==> config.mk <==
export PLATFORM = sky130hd
export DESIGN_NAME = spi_gap_master
export DESIGN_NICKNAME = d
export VERILOG_FILES = /design/src/rtl/spi_gap_master.sv
export SDC_FILE = /design/constraint.sdc
export NUM_CORES = 1
export LEC_CHECK = 0
export ABC_AREA = 1
export BUFFER_PORTS_ARGS = -buffer_cell sky130_fd_sc_hd__buf_2
export CAP_MARGIN = 0
export CORE_UTILIZATION = 40
export DETAILED_ROUTE_END_ITERATION = 16
export GPL_ROUTABILITY_DRIVEN = 0
export GPL_TIMING_DRIVEN = 0
export PLACE_DENSITY = 0.6
export SETUP_SLACK_MARGIN = 0.5
export SYNTH_ARGS = -nofsm -noshare
export SYNTH_HDL_FRONTEND = slang
export SYNTH_SLANG_ARGS = --single-unit
==> constraint.sdc <==
create_clock -name clk -period 1.8 [get_ports clk]
set_clock_uncertainty 0.2 [all_clocks]
set_input_delay 0.18 -clock clk [delete_from_list [all_inputs] [get_ports clk]]
set_output_delay 0.18 -clock clk [all_outputs]
set_load 0.02 [all_outputs]
==> src/rtl/spi_gap_master.sv <==
module spi_gap_master #(
  parameter int HALF_FAST  = 4,
  parameter int HALF_SLOW  = 8,
  parameter int GAP_CYCLES = 96,
  parameter int CNT_W      = 5
) (
  input  logic             clk,
  input  logic             rst_n,
  input  logic             start,
  input  logic [CNT_W-1:0] byte_count,
  input  logic             gap_en,
  input  logic             slow_mode,
  input  logic [7:0]       tx_data,
  output logic             tx_take,
  output logic [7:0]       rx_data,
  output logic             rx_valid,
  output logic             busy,
  output logic             done,
  output logic             sclk,
  output logic             mosi,
  input  logic             miso,
  output logic             cs_n
);

  localparam int HMAX = (HALF_SLOW > HALF_FAST) ? HALF_SLOW : HALF_FAST;
  localparam int TW   = $clog2(HMAX + GAP_CYCLES + 1);
  localparam logic [TW-1:0] HF1   = TW'(HALF_FAST - 1);
  localparam logic [TW-1:0] HS1   = TW'(HALF_SLOW - 1);
  localparam logic [TW-1:0] GAP_T = TW'(GAP_CYCLES);

  typedef enum logic [1:0] {S_IDLE, S_LOW, S_HIGH, S_TAIL} st_t;

  st_t              st;
  logic [TW-1:0]    tmr;
  logic [CNT_W-1:0] left;
  logic [2:0]       bitn;
  logic [7:0]       tx_sh, rx_sh;
  logic             first, slow_q, gap_q;
  logic [TW-1:0]    half_m1;

  assign half_m1 = slow_q ? HS1 : HF1;
  assign busy    = (st != S_IDLE);

  always_ff @(posedge clk or negedge rst_n) begin
    if (!rst_n) begin
      st <= S_IDLE;
      tmr <= '0;
      left <= '0;
      bitn <= '0;
      tx_sh <= '0;
      rx_sh <= '0;
      first <= 1'b0;
      slow_q <= 1'b0;
      gap_q <= 1'b0;
      tx_take <= 1'b0;
      rx_data <= '0;
      rx_valid <= 1'b0;
      done <= 1'b0;
      sclk <= 1'b0;
      mosi <= 1'b0;
      cs_n <= 1'b1;
    end else begin
      tx_take <= 1'b0;
      rx_valid <= 1'b0;
      done <= 1'b0;
      case (st)
        S_IDLE: begin
          if (start && byte_count != '0) begin
            cs_n <= 1'b0;
            left <= byte_count;
            slow_q <= slow_mode;
            gap_q <= gap_en && !slow_mode;
            tx_sh <= tx_data;
            tx_take <= 1'b1;
            bitn <= 3'd7;
            first <= 1'b1;
            tmr <= slow_mode ? HS1 : HF1;
            st <= S_LOW;
          end
        end
        S_LOW: begin
          if (tmr == '0) begin
            sclk <= 1'b1;
            mosi <= tx_sh[7];
            tmr <= half_m1;
            st <= S_HIGH;
          end else begin
            tmr <= tmr - 1'b1;
          end
        end
        S_HIGH: begin
          if (tmr == '0) begin
            sclk <= 1'b0;
            rx_sh <= {rx_sh[6:0], miso};
            tmr <= half_m1;
            st <= S_LOW;
            if (bitn == 3'd0) begin
              rx_data <= {rx_sh[6:0], miso};
              rx_valid <= 1'b1;
              first <= 1'b0;
              if (left == CNT_W'(1)) begin
                st <= S_TAIL;
              end else begin
                tx_sh <= tx_data;
                tx_take <= 1'b1;
                left <= left - 1'b1;
                bitn <= 3'd7;
                if (first && gap_q) tmr <= half_m1 + GAP_T;
              end
            end else begin
              bitn <= bitn - 3'd1;
              tx_sh <= {tx_sh[6:0], 1'b0};
            end
          end else begin
            tmr <= tmr - 1'b1;
          end
        end
        S_TAIL: begin
          if (tmr == '0) begin
            cs_n <= 1'b1;
            mosi <= 1'b0;
            done <= 1'b1;
            st <= S_IDLE;
          end else begin
            tmr <= tmr - 1'b1;
          end
        end
        default: st <= S_IDLE;
      endcase
    end
  end

  assert_idle_bus_R1: assert property (@(posedge clk) disable iff (!rst_n)
    !busy |-> (cs_n && !sclk));

  assert_mosi_on_rise_R2: assert property (@(posedge clk) disable iff (!rst_n)
    (!$rose(sclk) && !$rose(cs_n)) |-> $stable(mosi));

  assert_rx_at_fall_R3: assert property (@(posedge clk) disable iff (!rst_n)
    rx_valid |-> $fell(sclk));

  assert_sclk_framed_R4: assert property (@(posedge clk) disable iff (!rst_n)
    sclk |-> !cs_n);

  assert_take_framed_R8: assert property (@(posedge clk) disable iff (!rst_n)
    tx_take |-> !cs_n);

  assert_busy_holds_R9: assert property (@(posedge clk) disable iff (!rst_n)
    (busy && start) |=> (busy || done));

  assert_done_single_R10: assert property (@(posedge clk) disable iff (!rst_n)
    done |=> !done);

  assert_done_at_end_R10: assert property (@(posedge clk) disable iff (!rst_n)
    done |-> (cs_n && !busy && $fell(busy)));

endmodule

==> impl_results.md <==
* Die height at 82.8 um
* Adder-cell share of the synthesized area at 0.0287
* Ports at 34
* Synth cell types at 28
* Critical path fanouts, max at 5
* Post-synth top area share at 0.460
* Worst setup EP type: register
* Setup TNS at 0 ns
* Hold bufs inserted after CTS at 7
* Sequential area share after synthesis at 0.470
* Final Cycle Share at 0.996
* Post-Synth Simple-Gate Area at 0.344
* Tmin final at 1.79 ns
* Flops & latches, synth at 49
* Via density at 4.85
* Worst setup SP type: register
* Nets at 459
* Finished Cell Area at 3960 um2
* # clock sinks at 49
* Detailed placer's ending HPWL at 3760 um
* Maximum vdd drop at 388 uV
* Synthesized area at 2610 um2
* CTS H-tree depth at 2
* Cell taking the most area after synthesis: dfrtp_1
* Multi-input logic area at 1510 um2
* Clk_lat worst skew at 0.31 ns
* Leakage at 0.00207 uW
* Area of the die at 6860 um2
* Top post-synthesis cells by area: dfrtp_1 46%, nand2_1 19%, nand3_1 4.6%, inv_1 4.3%, o21ai_0 3.6%
* Slew Limit Headroom at 0.250
* Total global routing overflow at 0
* Syn Area/Cell at 7.87 um2
* Sequential cell area at 1230 um2
* Worst slew pin tran at 1.12 ns
* Most frequent cell after synthesis: nand2_1
* CTS max path bufs at 2
* Final wirelength at 6870 um
* Post-DP Area at 2960 um2
* Synth Flop Type: dfrtp_1
* Maximum clock rate at 558 MHz
* Post-synth ARST share at 1.00
* Min setup slack post-route at 0.00809 ns
* Vias in the first global route at 2127
* CTS buffer count at 5
* WP data required at 1.81 ns
* Crit path DAT at 1.80 ns
* Mux cell area share after synthesis at 0
* DR pass1 iterations at 6
* Port Buffer Count at 33
* Initial antenna violation count at 0
* Mapped Nets at 357
* # diodes at 0
* CTS tree: built
* Hold Crit Class: in2async
* Final Hold Vio Count at 49
* Violated checks: hold timing
* Core area at 6310 um2
* Syn Inst Count at 332
* RSZ-0062 raised after global routing: yes
* Number of synthesis warnings at 0
* Place WS at 0.0483 ns
* Drt initial violations at 91
* Clock Pin Slew Worst Setup and Hold Paths at 0.09 ns
* First-pass GRT wire length at 9890 um
* CTS root buf: clkbuf_8
* Per-cell routed wire length at 13.4 um
* Max cap viols at 0
* Layout area overhead at 51.7%
* Synth top cells by count: 134 x nand2_1, 48 x dfrtp_1, 30 x inv_1, 24 x nand3_1
* Pwr/cell area at 513 nW/um2
* Drt drc at 0
* WS Path Type: reg2reg
* Remaining antenna violation count after routing at 0
* Largest net degree at the start of global routing at 50
* Fillers at 529
* Row cnt at 29
* Total GRT Usage at 0.193
* Pins over their slew limit at 0
* Layout Utilization at 0.627
* Die X at 82.8 um
* Number of flops mapped to enable cells by yosys at 0
* Largest family of logic cells by synthesized area: simple AND/OR/NAND/NOR gates
* Post-Synth XOR/XNOR Area at 0.00671
* Final setup fails at 0
* Status: complete, but fails checks
* Synth Area in Compound Gates at 0.0781
* Initial core utilization at 0.414
* Layout cells sized above 1 at 0.460
* Vias after detailed routing at 2485
* Final hold slack at -0.119 ns
worst max-delay path, stage by stage (launching register included):
cell	delay, ns
dfrtp_2	0.46
nor2_4	0.14
nand2_2	0.09
nor2_8	0.17
nand4_1	0.23
nand2_4	0.18
buf_6	0.15
o21ai_2	0.05
registers in the layout, summed over array words and instances, names as in the netlist:
name      flops
rx_data       8
tx_sh         8
rx_sh         7
tmr           7
left          5
bitn          3
st            2
cs_n          1
done          1
first         1
gap_q         1
mosi          1
rx_valid      1
sclk          1
slow_q        1
tx_take       1
report_power, final:
group          switching [uW]  internal (uW)  leakage [uW]
combinational            46.1           32.9       0.00139
sequential              0.796           1100      0.000626
clock                     399            452     0.0000574
per-stage QoR:
stage	hold WS, ns	total power, uW	instances
after floorplan	-0.316	1140	332
after global placement	0.226	1190	442
after detailed placement	0.238	1190	442
after CTS	-0.0767	2030	494
after global routing	-0.0141	2090	512
final	-0.119	2030	512
routing by layer:
layer	up-vias	wire [um]	share of wire	global-route usage
li1	1258	-	-	-
met1	1180	3060	0.45	0.247
met2	36	3550	0.52	0.332
met3	11	146	0.021	0.0284
met4	0	111	0.016	0.0690
met5	-	0	0	0
final timing paths:
kind                       slack [ns]        to       start  depth (start not counted)
setup / recovery                0.008   left[3]      tmr[4]                          7
hold / removal                  -0.12  rx_valid       rst_n                          1
setup reg to reg                0.008   left[3]      tmr[4]                          7
hold reg to reg                  0.29      mosi        mosi                          2
max in group asynchronous        0.77    tmr[3]       rst_n                          1
min in group clk                    0  tx_sh[1]  tx_data[1]                          5
kinds of logic after synthesis:
kind of cell,count (synthesis)
compound gates,33
fa+ha+maj,6
buf+inv,43
simple gates,199
xor+xnor,2
flops,49
repair_timing:
action                                  in CTS  in global routing
pin swaps                                   12                 18
resized for setup                           49                 73
endpoints found under the hold margin       56                 39
setup buffers                               31                 18
gates cloned                                 6                  0
endpoints found under the setup margin      51                 51
placed cells by master (no fill, tap or decap), types with 5 or more instances in the layout:
cell,netlist,layout
nand2_1,134,101
dfrtp_1,48,46
buf_4,2,34
nand2_2,7,31
buf_2,3,31
buf_6,2,26
inv_1,30,24
nand3_1,24,19
o21ai_2,8,17
nor2_1,19,13
nand2_4,4,10
o21ai_1,0,7
dlygate4sd3_1,0,7
clkbuf_8,0,6
inv_2,4,5
layout make-up:
type,count,share of cell area
clock inverters,2,0.00948
multi-input cells,241,0.380
inverters,36,0.0436
clock buffers,6,0.0208
flip-flops and latches,49,0.310
well taps,77,0.0243
repair buffers,94,0.190
plain buffers,7,0.0208
No activity file was read; power rests on OpenSTA's default activity.
